===== src/rtl/crc_pkg.sv =====
package crc_pkg;
  localparam int CRC_W    = 16;
  localparam int NARROW_W = 8;
  localparam int N_LANES  = 2;
  localparam int LANE_TX  = 0;
  localparam int LANE_RX  = 1;

  typedef struct packed {
    logic clear;
    logic step;
  } lane_cmd_t;
endpackage


===== src/rtl/crc_ctrl.sv =====
module crc_ctrl
  import crc_pkg::*;
(
  input  logic      clk,
  input  logic      rst,
  input  logic      shift_en,
  input  logic      en_wr,
  input  logic      en_wdata,
  input  logic      audio_mode,
  output lane_cmd_t cmd,
  output logic      enabled
);
  logic en_q;

  always_ff @(posedge clk) begin
    if (rst)        en_q <= 1'b0;
    else if (en_wr) en_q <= en_wdata;
  end

  always_comb begin
    cmd.clear = en_wr & en_wdata;
    cmd.step  = shift_en & en_q & ~audio_mode & ~cmd.clear;
  end

  assign enabled = en_q;
endmodule


===== src/rtl/crc_lane.sv =====
module crc_lane #(
  parameter int W  = 16,
  parameter int NW = 8
) (
  input  logic         clk,
  input  logic         rst,
  input  logic         clear,
  input  logic         step,
  input  logic         wide,
  input  logic         din,
  input  logic [W-1:0] poly,
  output logic [W-1:0] acc
);
  localparam logic [W-1:0] NMASK = {{(W-NW){1'b0}}, {NW{1'b1}}};

  logic [W-1:0] acc_q, poly_eff, nxt;
  logic         top_bit, fb;

  always_comb begin
    poly_eff = wide ? poly : (poly & NMASK);
    top_bit  = wide ? acc_q[W-1] : acc_q[NW-1];
    fb       = din ^ top_bit;
    nxt      = {acc_q[W-2:0], 1'b0} ^ (fb ? poly_eff : '0);
    if (!wide) nxt = nxt & NMASK;
  end

  always_ff @(posedge clk) begin
    if (rst || clear) acc_q <= '0;
    else if (step)    acc_q <= nxt;
  end

  assign acc = acc_q;
endmodule


===== src/rtl/crc_readout.sv =====
module crc_readout #(
  parameter int W = 16
) (
  input  logic         clk,
  input  logic         rst,
  input  logic         hold,
  input  logic [W-1:0] d,
  output logic [W-1:0] q
);
  always_ff @(posedge clk) begin
    if (rst)       q <= '0;
    else if (!hold) q <= d;
  end
endmodule


===== src/rtl/dual_crc_engine.sv =====
module dual_crc_engine
  import crc_pkg::*;
#(
  parameter int W  = CRC_W,
  parameter int NW = NARROW_W
) (
  input  logic         clk,
  input  logic         rst,
  input  logic         shift_en,
  input  logic         tx_bit,
  input  logic         rx_bit,
  input  logic [W-1:0] poly,
  input  logic         wide_sel,
  input  logic         en_wr,
  input  logic         en_wdata,
  input  logic         busy,
  input  logic         audio_mode,
  output logic [W-1:0] tx_crc,
  output logic [W-1:0] rx_crc
);
  lane_cmd_t    cmd;
  logic         crc_enabled;
  logic [W-1:0] lane_acc [N_LANES];
  logic [W-1:0] lane_out [N_LANES];
  logic         lane_din [N_LANES];
  logic [W-1:0] tx_acc, rx_acc;

  crc_ctrl u_ctrl (
    .clk(clk), .rst(rst), .shift_en(shift_en), .en_wr(en_wr),
    .en_wdata(en_wdata), .audio_mode(audio_mode),
    .cmd(cmd), .enabled(crc_enabled)
  );

  always_comb begin
    lane_din[LANE_TX] = tx_bit;
    lane_din[LANE_RX] = rx_bit;
  end

  for (genvar i = 0; i < N_LANES; i++) begin : g_lane
    crc_lane #(.W(W), .NW(NW)) u_lane (
      .clk(clk), .rst(rst), .clear(cmd.clear), .step(cmd.step),
      .wide(wide_sel), .din(lane_din[i]), .poly(poly), .acc(lane_acc[i])
    );
    crc_readout #(.W(W)) u_out (
      .clk(clk), .rst(rst), .hold(busy), .d(lane_acc[i]), .q(lane_out[i])
    );
  end

  assign tx_acc = lane_acc[LANE_TX];
  assign rx_acc = lane_acc[LANE_RX];
  assign tx_crc = lane_out[LANE_TX];
  assign rx_crc = lane_out[LANE_RX];
endmodule


===== config.mk =====
export PLATFORM = sky130hd
export DESIGN_NAME = dual_crc_engine
export DESIGN_NICKNAME = d
export VERILOG_FILES = /design/src/rtl/crc_pkg.sv /design/src/rtl/crc_ctrl.sv /design/src/rtl/crc_lane.sv /design/src/rtl/crc_readout.sv /design/src/rtl/dual_crc_engine.sv
export SDC_FILE = /design/constraint.sdc
export NUM_CORES = 1
export LEC_CHECK = 0
export BUFFER_PORTS_ARGS = -buffer_cell sky130_fd_sc_hd__buf_4
export CAP_MARGIN = 10
export CORE_MARGIN = 2
export CORE_UTILIZATION = 55
export CTS_CLUSTER_DIAMETER = 60
export DETAILED_ROUTE_END_ITERATION = 7
export PLACE_DENSITY = 0.86
export SETUP_SLACK_MARGIN = 0.5
export SYNTH_ARGS = -nofsm -noshare
export SYNTH_HDL_FRONTEND = slang
export SYNTH_SLANG_ARGS = --single-unit

===== constraint.sdc =====
create_clock -name clk -period 2.15 [get_ports clk]
set_input_delay 0.1075 -clock clk [delete_from_list [all_inputs] [get_ports clk]]
set_output_delay 0.1075 -clock clk [all_outputs]
set_load 0.02 [all_outputs]

==> flow_summary.toml <==
[global_route]
grt_busiest_layer = "met1"
use_met3_pct = 4.12
grt_pass1_wl_um = 9450
globalRouteMet2Util_pct = 32.9
grt_pass1_vias = 2008
grt_overflow = 0
antenna_found_initial = 0
grt_use_total_pct = 22.8
groute.layer.met1.usage_pct = 33.2
grt_max_degree = 35

[floorplan]
rows = 25
fp.dieH_um = 73.7
die-area_sq_um = 5430
core_sq_um = 4690
io_pins = 58
fp.dieW_um = 73.7
initial_core_util_pct = 56.9

[final_layout]
fin_cells = 405
fin_nets = 374
layout-drive-gt1-share_pct = 21.7
antenna_cells = 0
syn_to_final_growth_pct = 23.3
final_cell_mix = "65 x dfxtp_1, 61 x buf_4, 42 x o21ai_0, 34 x mux2i_1, 32 x nor2_1"
final_common_cell = "dfxtp_1"

[synthesis]
syn-cell-area_sq_um = 2670
syn_nets = 321
ys_types = 21
synthCells = 295
syn_area_per_cell_sq_um = 9.05
seq_area_frac_synth_pct = 48.8
yosys_warnings = 0
synth-seq-cells = 65

[hold_path]
hold_depth = 3
holdCritStartpoint = "en_wr"
hp-class = "primary input to flop"
holdPathEnd = "u_ctrl.enabled"

[cts]
clk_latency_ns = 0.32
cts_max_level = 3
clk_pin_slew_ns = 0.06
root_buffer = "clkbuf_8"
cts_buffers = 9
cts_tree = "yes"
cts-hold-fix-buffers = 0
ctsLongestPathBuffers = 2
clock_sinks = 65
post-cts-setup-buffer-count = 0

[worst_setup_path]
critPathArrivalTime_ns = 1.73
critPathLaunchType = "flop"
cp-end-kind = "flop"
cp.required_ns = 2.40
r2r_start = "g_lane[0].u_lane.acc[7]"
worstRegToRegCells = 5
r2r_end = "g_lane[0].u_lane.acc[1]"
path_class = "flop to flop"
r2r_slack_ns = 0.67
path_max_fanout = 15

[drt]
wl_per_cell_um = 14.6
viasPerCell = 5.63
wl_um = 5920
firstDrtPassIters = 5
ant_nets = 0
drc = 0
vias = 2282
first_iter_violations = 175

[sta]
hold_violations = 0
fin_crit_sh_pct = 68.7
rsz0062_at_grt = "no"
fin_skew_ns = 0.00496
period_needed_ns = 1.48
final_max_slew_viol_count = 0
worstMarginPinSlew_ns = 0.610
setup-tns-final_ns = 0
slew_headroom_pct = 59.2
setup_viol = 0
fmax_mhz = 677

[job]
maxCapViolations = 0

[placement]
placedCellCount = 391
numPortBuffers = 57
post-dp-hpwl_um = 3930
gp_congestion = 0.796

[power_and_ir_drop]
netSwitchingPower_w = 0.000519
peakVddDrop_v = 0.000407
combPwrFrac_pct = 7.9
clkPwrFrac_pct = 38.6
swShare_pct = 22.8
seq_power_share_pct = 53.5
p_leak_nw = 1.46
power.internal_w = 0.00176
powerDensity_nw_per_um2 = 693

[run_status]
status = "complete, no violations"
-- sequential cells by signal, indices dropped and copies added (netlist names) --
name	flops
g_lane.u_lane.acc	32
g_lane.u_out.q	32
u_ctrl.enabled	1
-- stage by stage --
step	worst slack (ns)	area, sq um	util (%)	hold slack [ns]	total power, W
5_1_grt	0.573	3290	70.2	0.0971	0.00236
3_3_place_gp	0.671	3110	66.4	0.399	0.00142
6_report	0.672	3290	70.2	0.0777	0.00228
4_1_cts	0.502	3280	69.8	0.0694	0.00229
2_1_floorplan	0.793	2670	-	0.279	0.00135
3_5_place_dp	0.558	3110	66.4	0.413	0.00142
-- metal layers --
metal	wire length (um)	share of wire (%)
met1	2710	46
met2	2750	47
met3	336	5.7
met4	114	1.9
met5	0	0
-- cells in the mapped netlist, drive strengths merged --
cell type	n	area share [%]
a21boi	2	0.56
a21oi	2	0.38
a31oi	14	3.3
and2	1	0.23
and3b	1	0.33
buf	8	1.6
clkbuf	11	1.5
dfxtp	65	49
inv	7	0.98
mux2i	34	13
nand2	22	3.1
nand2b	1	0.23
nand3	15	3.0
nand3b	2	0.56
nor2	32	4.5
o21ai	42	7.9
o22ai	2	0.47
or3	14	3.3
xor2	20	6.6
-- power by group through the flow --
stage / Clock [W] / Sequential, W / Combinational [W]
after floorplan: 0 / 0.00125 / 0.000105
after global placement: 0 / 0.00125 / 0.000169
after detailed placement: 0 / 0.00125 / 0.000174
after CTS: 0.000894 / 0.00122 / 0.000175
after global routing: 0.000950 / 0.00122 / 0.000194
final: 0.000880 / 0.00122 / 0.000179
-- worst max-delay path by stage --
stage	end	depth (start not counted)	from	slack (ns)
after floorplan	g_lane[0].u_lane.acc[15]	7	u_ctrl.enabled	0.79
after global placement	g_lane[1].u_lane.acc[2]	4	g_lane[1].u_lane.acc[7]	0.67
after detailed placement	g_lane[1].u_lane.acc[1]	4	g_lane[1].u_lane.acc[15]	0.56
after CTS	g_lane[1].u_lane.acc[3]	4	g_lane[1].u_lane.acc[15]	0.50
after global routing	g_lane[0].u_lane.acc[4]	5	g_lane[0].u_lane.acc[7]	0.57
final	g_lane[0].u_lane.acc[1]	5	g_lane[0].u_lane.acc[7]	0.67
-- layout make-up --
| class | instances | area [sq um] |
|---|---|---|
| well taps | 54 | 67.6 |
| flip-flops and latches | 65 | 1300 |
| repair buffers | 61 | 458 |
| fillers | 353 | 1400 |
| clock buffers | 14 | 163 |
| inverters | 7 | 26.3 |
| multi-input cells | 204 | 1280 |
-- cells by family (layout without fill, tap and decap cells) --
| logic type | after synthesis | after routing | share of synthesized area [%] |
|---|---|---|---|
| buf+inv | 26 | 82 | 4.13 |
| mux | 34 | 34 | 12.8 |
| xor+xnor | 20 | 20 | 6.56 |
| flops | 65 | 65 | 48.8 |
| compound gates | 62 | 62 | 12.6 |
| simple gates | 88 | 88 | 15.2 |
-- what timing repair did --
item	4_1_cts	5_1_grt
resized for setup	0	2
setup endpoints to repair	0	9
endpoints found under the hold margin	0	0
-- worst max-delay path, cell delays in order (launching register included) --
cell and delay [ns]:
dfxtp_1 0.42, mux2i_1 0.13, xor2_1 0.17, buf_4 0.19, or3_1 0.32, a31oi_1 0.17
Note: power is estimated with default switching activity, not from simulation.
